[config.mk]
export PLATFORM = sky130hd
export DESIGN_NAME = dbg_intr_ctl
export DESIGN_NICKNAME = d
export VERILOG_FILES = /design/src/rtl/dbg_intr_pkg.sv /design/src/rtl/dbg_probe_sync.sv /design/src/rtl/dbg_src_regs.sv /design/src/rtl/dbg_intr_fsm.sv /design/src/rtl/dbg_intr_ctl.sv
export SDC_FILE = /design/constraint.sdc
export NUM_CORES = 1
export LEC_CHECK = 0
export BUFFER_PORTS_ARGS = -buffer_cell sky130_fd_sc_hd__buf_4
export CAP_MARGIN = 20
export CORE_AREA = 2 2 39 41
export DETAILED_ROUTE_END_ITERATION = 10
export DIE_AREA = 0 0 41 43
export GPL_TIMING_DRIVEN = 0
export SYNTH_ARGS = -nofsm -noshare
export SYNTH_HDL_FRONTEND = slang
export SYNTH_SLANG_ARGS = --single-unit
[constraint.sdc]
create_clock -name clk -period 1.8 [get_ports clk]
set_clock_uncertainty 0.2 [all_clocks]
set_input_delay 0.27 -clock clk [delete_from_list [all_inputs] [get_ports clk]]
set_output_delay 0.27 -clock clk [all_outputs]
set_load 0.02 [all_outputs]
[src/rtl/dbg_intr_pkg.sv]
package dbg_intr_pkg;
    typedef enum logic [1:0] {
        ST_BOOT   = 2'd0,
        ST_IDLE   = 2'd1,
        ST_SIGNAL = 2'd2,
        ST_HOLD   = 2'd3
    } dint_state_e;
endpackage

[src/rtl/dbg_probe_sync.sv]
module dbg_probe_sync #(
    parameter int SYNC_STAGES = 2
) (
    input  logic clk,
    input  logic rst_n,
    input  logic pin_i,
    output logic rise_o
);
    localparam int LAST = SYNC_STAGES - 1;

    logic [LAST:0] chain_q;
    logic          prev_q;

    for (genvar i = 0; i < SYNC_STAGES; i++) begin : g_stage
        if (i == 0) begin : g_first
            always_ff @(posedge clk or negedge rst_n) begin
                if (!rst_n) chain_q[0] <= 1'b0;
                else        chain_q[0] <= pin_i;
            end
        end else begin : g_next
            always_ff @(posedge clk or negedge rst_n) begin
                if (!rst_n) chain_q[i] <= 1'b0;
                else        chain_q[i] <= chain_q[i-1];
            end
        end
    end

    always_ff @(posedge clk or negedge rst_n) begin
        if (!rst_n) prev_q <= 1'b0;
        else        prev_q <= chain_q[LAST];
    end

    assign rise_o = chain_q[LAST] & ~prev_q;

    AST_RISE_NOT_TWICE: assert property (@(posedge clk) disable iff (!rst_n)
        rise_o |=> !rise_o);
endmodule

[src/rtl/dbg_src_regs.sv]
module dbg_src_regs (
    input  logic clk,
    input  logic rst_n,
    input  logic soft_rst_i,
    input  logic boot_load_i,
    input  logic boot_mode_i,
    input  logic brk_wr_i,
    input  logic brk_wdata_i,
    input  logic dexc_taken_i,
    output logic brk_q_o,
    output logic boot_q_o
);
    logic brk_q;
    logic boot_q;

    always_ff @(posedge clk or negedge rst_n) begin
        if (!rst_n)            brk_q <= 1'b0;
        else if (soft_rst_i)   brk_q <= 1'b0;
        else if (dexc_taken_i) brk_q <= 1'b0;
        else if (brk_wr_i)     brk_q <= brk_wdata_i;
    end

    always_ff @(posedge clk or negedge rst_n) begin
        if (!rst_n)            boot_q <= 1'b0;
        else if (soft_rst_i)   boot_q <= 1'b0;
        else if (boot_load_i)  boot_q <= boot_mode_i;
        else if (dexc_taken_i) boot_q <= 1'b0;
    end

    assign brk_q_o  = brk_q;
    assign boot_q_o = boot_q;

    AST_BRK_CLEARED: assert property (@(posedge clk) disable iff (!rst_n)
        (dexc_taken_i && !soft_rst_i) |=> !brk_q_o);
    AST_BOOT_ARMED_ONLY_BY_LOAD: assert property (@(posedge clk) disable iff (!rst_n)
        $rose(boot_q_o) |-> $past(boot_load_i));
endmodule

[src/rtl/dbg_intr_fsm.sv]
module dbg_intr_fsm
    import dbg_intr_pkg::*;
(
    input  logic clk,
    input  logic rst_n,
    input  logic soft_rst_i,
    input  logic req_i,
    input  logic debug_mode_i,
    input  logic dexc_taken_i,
    output logic boot_load_o,
    output logic pend_o,
    output logic take_o,
    output logic stat_o
);
    dint_state_e state_q, state_d;
    logic        stat_q;

    always_comb begin
        state_d = state_q;
        unique case (state_q)
            ST_BOOT:   state_d = ST_IDLE;
            ST_IDLE:   if (req_i && !debug_mode_i && !dexc_taken_i) state_d = ST_SIGNAL;
            ST_SIGNAL: state_d = dexc_taken_i ? ST_IDLE : ST_HOLD;
            ST_HOLD:   if (dexc_taken_i) state_d = ST_IDLE;
            default:   state_d = ST_IDLE;
        endcase
        if (soft_rst_i) state_d = ST_BOOT;
    end

    always_ff @(posedge clk or negedge rst_n) begin
        if (!rst_n) state_q <= ST_BOOT;
        else        state_q <= state_d;
    end

    always_comb begin
        boot_load_o = (state_q == ST_BOOT);
        take_o      = (state_q == ST_SIGNAL);
        pend_o      = (state_q == ST_SIGNAL) || (state_q == ST_HOLD);
    end

    always_ff @(posedge clk or negedge rst_n) begin
        if (!rst_n)            stat_q <= 1'b0;
        else if (soft_rst_i)   stat_q <= 1'b0;
        else if (dexc_taken_i) stat_q <= pend_o;
    end

    assign stat_o = stat_q;

    AST_TAKE_ONE_CYCLE: assert property (@(posedge clk) disable iff (!rst_n)
        take_o |=> !take_o);
    AST_DEBUG_MODE_BLOCKS: assert property (@(posedge clk) disable iff (!rst_n)
        (!pend_o && debug_mode_i) |=> !take_o);
endmodule

[src/rtl/dbg_intr_ctl.sv]
module dbg_intr_ctl #(
    parameter int SYNC_STAGES = 2
) (
    input  logic clk,
    input  logic rst_n,
    input  logic soft_rst_i,
    input  logic boot_mode_i,
    input  logic probe_int_i,
    input  logic brk_wr_i,
    input  logic brk_wdata_i,
    input  logic debug_mode_i,
    input  logic dexc_taken_i,
    output logic brk_bit_o,
    output logic dint_pend_o,
    output logic dint_take_o,
    output logic dint_stat_o,
    output logic wake_o
);
    logic probe_rise;
    logic brk_q;
    logic boot_q;
    logic boot_load;
    logic any_req;

    dbg_probe_sync #(.SYNC_STAGES(SYNC_STAGES)) u_sync (
        .clk    (clk),
        .rst_n  (rst_n),
        .pin_i  (probe_int_i),
        .rise_o (probe_rise)
    );

    dbg_src_regs u_src (
        .clk          (clk),
        .rst_n        (rst_n),
        .soft_rst_i   (soft_rst_i),
        .boot_load_i  (boot_load),
        .boot_mode_i  (boot_mode_i),
        .brk_wr_i     (brk_wr_i),
        .brk_wdata_i  (brk_wdata_i),
        .dexc_taken_i (dexc_taken_i),
        .brk_q_o      (brk_q),
        .boot_q_o     (boot_q)
    );

    assign any_req = probe_rise | brk_q | boot_q;

    dbg_intr_fsm u_fsm (
        .clk          (clk),
        .rst_n        (rst_n),
        .soft_rst_i   (soft_rst_i),
        .req_i        (any_req),
        .debug_mode_i (debug_mode_i),
        .dexc_taken_i (dexc_taken_i),
        .boot_load_o  (boot_load),
        .pend_o       (dint_pend_o),
        .take_o       (dint_take_o),
        .stat_o       (dint_stat_o)
    );

    assign brk_bit_o = brk_q;
    assign wake_o    = dint_pend_o;

    AST_PEND_WIPED: assert property (@(posedge clk) disable iff (!rst_n)
        (dexc_taken_i && !soft_rst_i) |=> !dint_pend_o);
    AST_STAT_CAPTURE: assert property (@(posedge clk) disable iff (!rst_n)
        (dexc_taken_i && !soft_rst_i) |=> (dint_stat_o == $past(dint_pend_o)));
endmodule

Word-level counts from Yosys, hierarchy flattened
Index checks and enable logic that the tools add are counted.
{"block": "totals", "regBits": 8, "latchBits": 0, "ramBits": 0, "romBits": 0, "out_inout_bits": 5, "wordCells": 39, "memories": 0}
{"block": "op_classes", "n_addsub": 0, "n_mul": 0, "div": 0, "order_cmp": 0, "eq_ne": 5, "shifts": 0, "muxes": 13, "bitwise": 4, "reduce_logical": 10}
{"cell": "$mux 1", "count": 8}
{"cell": "$mux 2", "count": 4}
{"cell": "$pmux 2 s4", "count": 1}
{"cell": "$reduce_bool 3->1", "count": 2}
{"cell": "$eq 2x2->1 const B", "count": 2}
{"cell": "$ne 3x2->1 const B", "count": 1}
{"cell": "$ne 3x3->1 const B", "count": 1}
{"cell": "$eq 2x1->1 const B", "count": 1}
{"cell": "$logic_and 1x1->1", "count": 2}
{"cell": "$logic_not 1->1", "count": 2}
{"cell": "$logic_not 2->1", "count": 1}
{"cell": "$or 1x1->1", "count": 2}
{"cell": "$reduce_and 2->1", "count": 1}
{"cell": "$reduce_bool 2->1", "count": 1}
{"cell": "$and 1x1->1", "count": 1}
{"cell": "$logic_or 1x1->1", "count": 1}
{"cell": "$not 1->1", "count": 1}

Logic depth before layout (Yosys ltp)
{"block": "depth", "ltp_word": 9, "depth_mapped": 5, "depth_no_buf": 5}

Cells and area by module
Synthesis repeated with hierarchy kept, for this count alone.
{"block": "unflattened", "hier_cells": 37, "area_unflattened_um2": 429.2}
{"module": "dbg_intr_fsm", "n_inst": 1, "cells_each": 24, "area_per_inst_um2": 244.0, "seq_area_each_um2": 75.1}
{"module": "dbg_probe_sync", "n_inst": 1, "cells_each": 4, "area_per_inst_um2": 88.8, "seq_area_each_um2": 75.1}
{"module": "dbg_src_regs", "n_inst": 1, "cells_each": 7, "area_per_inst_um2": 82.6, "seq_area_each_um2": 50.0}
{"module": "dbg_intr_ctl", "n_inst": 1, "cells_each": 2, "area_per_inst_um2": 13.8, "seq_area_each_um2": 0.0}

Worst setup path before layout
No wires, ideal clock.
{"block": "synth_path", "kind": "flip-flop to output port", "start": "register u_fsm.state_q[0]", "end": "output port wake_o", "t_arrival_ns": 1.324, "required_time_ns": 1.330, "path_slack_ns": 0.006, "path_stages_with_launch": 5, "path_buffers": 1, "cell_sequence": "dfrtp_1 > inv_1 > ha_1 > or2_2 > buf_4"}
{"block": "synth_between", "elab_chain_cells": 2, "elab_cells_between_ends": 3, "classes_between": "eq/ne (2); reduce/logical (1)"}
{"element": "start: declaration", "line_no": "dbg_intr_fsm.sv:15", "text": "dint_state_e state_q, state_d;"}
{"element": "start signal: assignment", "line_no": "dbg_intr_fsm.sv:32", "text": "else state_q <= state_d;"}
{"element": "$eq 2x2->1"}
{"element": "via dint_take_o", "line_no": "dbg_intr_ctl.sv:15", "text": "output logic dint_take_o,"}
{"element": "$logic_or 1x1->1", "line_no": "dbg_intr_fsm.sv:38", "text": "pend_o = (state_q == ST_SIGNAL) || (state_q == ST_HOLD);"}
{"element": "end: declaration", "line_no": "dbg_intr_ctl.sv:17", "text": "output logic wake_o"}
The timed path passes the listed nets, and every way through them passes these cells.

Worst setup path after layout
{"block": "layout_path", "start": "register u_fsm.state_q[1]", "end": "output port dint_pend_o"}
{"block": "layout_between", "elab_chain_cells": 2, "elab_cells_between_ends": 3, "classes_between": "eq/ne (2); reduce/logical (1)"}
{"element": "$eq 2x2->1", "line_no": "dbg_intr_fsm.sv:38"}
{"element": "$logic_or 1x1->1 *", "line_no": "dbg_intr_fsm.sv:38"}
{"element": "end: declaration", "line_no": "dbg_intr_ctl.sv:14", "text": "output logic dint_pend_o,"}
Every way passes the cells marked *; elsewhere a longest branch is shown, timed or not.

==> metrics.md <==
| Metric | Value |
|---|---|
| Row count | `14` |
| Multiplexer area fraction after synthesis | `4.42%` |
| Die width | `41 µm` |
| First-pass GRT wire length | `1230 µm` |
| Clock sink count | `8` |
| CP delay by family, top | `flip-flops` |
| R2R Path Start | `u_fsm.state_q[0]$_DFFE_PN0P_` |
| CP max FO | `3` |
| Final core occ | `47.3%` |
| Slowest cell on crit path | `dfrtp_2` |
| Final Max Slew Viols | `0` |
| Maximum number of pins on one net before global-route repair | `9` |
| Antenna diode count | `0` |
| Worst EP arrival | `1.28 ns` |
| Cell count of the worst hold path | `2` |
| Synth Area in Simple Gates | `12.7%` |
| Peak VDD IR | `0.417 mV` |
| Worst hold slack | `0.0260 ns` |
| CTS tree | `done` |
| Worst hold path type | `primary input to flop` |
| Max-cap viol count | `0` |
| GRT Overall Usage | `10.8%` |
| Vias per cell | `4.68` |
| Root Buffer | `clkbuf_4` |
| Hold path endpoint | `u_fsm.stat_o$_DFFE_PN0N_` |
| Ys flop type | `dfrtp_1` |
| Initial core utilization | `32.7%` |
| Xor/xnor share of the synthesized area | `0%` |
| Routed Antenna Nets | `0` |
| Final WL | `813 µm` |
| Placed Cells | `68` |
| Final worst-path cycle share | `97.2%` |
| Die area | `1760 µm²` |
| I/O pins | `14` |
| Final Non-Filler Cells | `75` |
| RR Endpoint | `u_fsm.state_q[0]$_DFFE_PN0P_` |
| Longest Clk Path Bufs | `2` |
| # port buffers | `12` |
| Combined buffer and inverter count along the critical path | `1` |
| Hold_sp | `soft_rst_i` |
| Netlist Area Pre-Place | `453 µm²` |
| Reg2Reg Depth | `4` |
| Status | `completed` |
| Distinct cells, synth | `21` |
| Reg-to-reg slack, setup | `0.20 ns` |
| CTS clock-pin slew for the worst setup and hold paths | `0.06 ns` |
| CP endpoint kind | `primary output` |
| Least-Margin Pin Slew | `0.398 ns` |
| Startpoint types | `flop` |
| Crit path cell chain | `ha_4 > or2_4 > buf_4` |
| Final HPWL DP | `613 µm` |
| Drt first pass iters | `1` |
| Seq cells post-synth | `8` |
| Vias | `351` |
| Initial antenna violation count | `0` |
| RD Place Congestion | `0.850` |
| Synth async-reset ratio | `100%` |
| Mean cell area of the mapped netlist | `11.3 µm²` |
| DRC | `0` |
| Worst-skew pair later-pin latency | `0.24 ns` |
| Max-slew headroom | `73.3%` |
| TritonCTS buffer count | `3` |
| Largest family of logic cells by synthesized area | `compound AO/OA/AOI/OAI gates` |
| Area growth, synth to finish | `44.5%` |
| H-tree depth | `1` |
| Critical Path RT | `1.33 ns` |
| Max Fclk | `0.571 GHz` |
| Post-layout min period | `1.75 ns` |
| Number of synthesized flops with an enable pin | `0` |
| Adder-cell share of the synthesized area | `13.8%` |
| Die Y | `43 µm` |
| YS warnings | `0` |
| Share of layout cells above drive strength 1 | `49.2%` |
| Net Count, Synth | `54` |
| Initial detailed-routing violation count | `0` |
| Core area | `1380 µm²` |
| Critical path type | `flop to primary output` |
| Vias in the first global route | `320` |
| Post-synthesis compound-gate area fraction | `16.6%` |
| Cell Pwr Density | `978 nW/µm²` |
| Post-synthesis sequential area ratio | `44.2%` |
| Fillers | `129` |
| WL/cell | `10.8 µm` |
| CP peak stage delay | `0.45 ns` |
| Static Leak | `0.000304 µW` |
| Endpoints failing setup | `0` |
| RSZ-0062 raised after global routing | `no` |
| Hold Fails Final Rpt | `0` |
| Nets | `75` |
| Cells after Synth | `40` |
| Total grt overflow | `0` |
worst max path at each step:
stage                     cells past startpoint           to  slack [ns]                          from
after floorplan                               4       wake_o       0.006  u_fsm.state_q[0]$_DFFE_PN0P_
after global placement                        5       wake_o       -0.03  u_fsm.state_q[0]$_DFFE_PN0P_
after detailed placement                      5       wake_o       -0.03  u_fsm.state_q[0]$_DFFE_PN0P_
after CTS                                     3  dint_pend_o        0.05  u_fsm.state_q[1]$_DFFE_PN0P_
after global routing                          4  dint_pend_o       0.009  u_fsm.state_q[0]$_DFFE_PN0P_
final                                         3  dint_pend_o        0.05  u_fsm.state_q[1]$_DFFE_PN0P_
metal layers:
metal / vias up / wire length (µm) / global-route usage (%) / part of all wire [%]
li1: 179 / - / - / -
met1: 160 / 355 / 11.5 / 44
met2: 12 / 402 / 16.9 / 49
met3: 0 / 55 / 3.14 / 6.8
met4: 0 / 0 / 8.00 / 0
met5: - / 0 / 0 / 0
cell usage in the layout (no fill, tap or decap), drive strengths merged:
cell	synthesis	layout
a2111oi	1	1
a211o	2	2
a21oi	2	2
a31oi	1	1
and4	1	1
buf	2	16
clkbuf	0	3
dfrtp	8	8
dlygate4sd3	0	2
ha	5	5
inv	5	5
mux2i	2	2
nor2	3	3
nor2b	1	1
nor3	2	2
nor3b	1	1
o211ai	1	1
o21ai	1	1
o31ai	1	1
or2	1	1
cells in the mapped netlist (2+ instances only):
cell     number  area (µm²)
a21oi_1       2        10.0
dfrtp_1       8         200
ha_1          5        62.6
inv_1         5        18.8
mux2i_1       2        20.0
nor2_1        2        7.51
nor3_1        2        10.0
power breakdown:
group	total (µW)	internal (µW)	leakage (µW)	switching (µW)
sequential	237	208	0.0000994	28.9
clock	132	76.0	0.0000138	56.0
combinational	271	140	0.000191	131
state kept, by name (all words and copies together), names as in the netlist:
| register | flops |
|---|---|
| u_fsm.state_q | 2 |
| u_sync.chain_q | 2 |
| u_fsm.stat_o | 1 |
| u_src.boot_q_o | 1 |
| u_src.brk_q_o | 1 |
| u_sync.prev_q | 1 |
metrics by stage:
| stage | setup TNS (ns) | total power (µW) | area [µm²] | worst slack (ns) |
|---|---|---|---|---|
| 6_report | 0 | 640 | 654 | 0.0499 |
| 5_1_grt | 0 | 692 | 654 | 0.00941 |
| 4_1_cts | 0 | 646 | 654 | 0.0466 |
| 3_5_place_dp | -0.0313 | 452 | 563 | -0.0313 |
| 3_3_place_gp | -0.0299 | 450 | 563 | -0.0299 |
| 2_1_floorplan | 0 | 385 | 453 | 0.00560 |
worst register-to-register path, delay by kind of cell, from the launching register on:
| family | cells | cell delay (ns) |
|---|---|---|
| compound gates | 1 | 0.26 |
| fa+ha+maj | 1 | 0.26 |
| buf+inv | 1 | 0.16 |
| flops | 1 | 0.44 |
| simple gates | 1 | 0.18 |
logic make-up after synthesis:
family / Yosys count
multiplexers: 2
AND/OR/NAND/NOR: 9
buffers and inverters: 7
AO/OA/AOI/OAI: 9
flip-flops: 8
adder cells (fa/ha/maj): 5
timing repair:
item	4_1_cts	5_1_grt
resized for setup	9	0
buffers inserted	3	0
endpoints found under the setup margin	2	0
hold endpoints to repair	9	0
hold buffers	2	0
area by class of cell:
class	count	area, µm²	area share, %
multi-input cells	25	243	37.1
flip-flops and latches	8	203	31.0
repair buffers	17	136	20.8
clock buffers	3	22.5	3.44
well taps	16	20.0	3.06
inverters	5	18.8	2.87
plain buffers	1	11.3	1.72
Note: power is estimated with default switching activity, not from simulation.
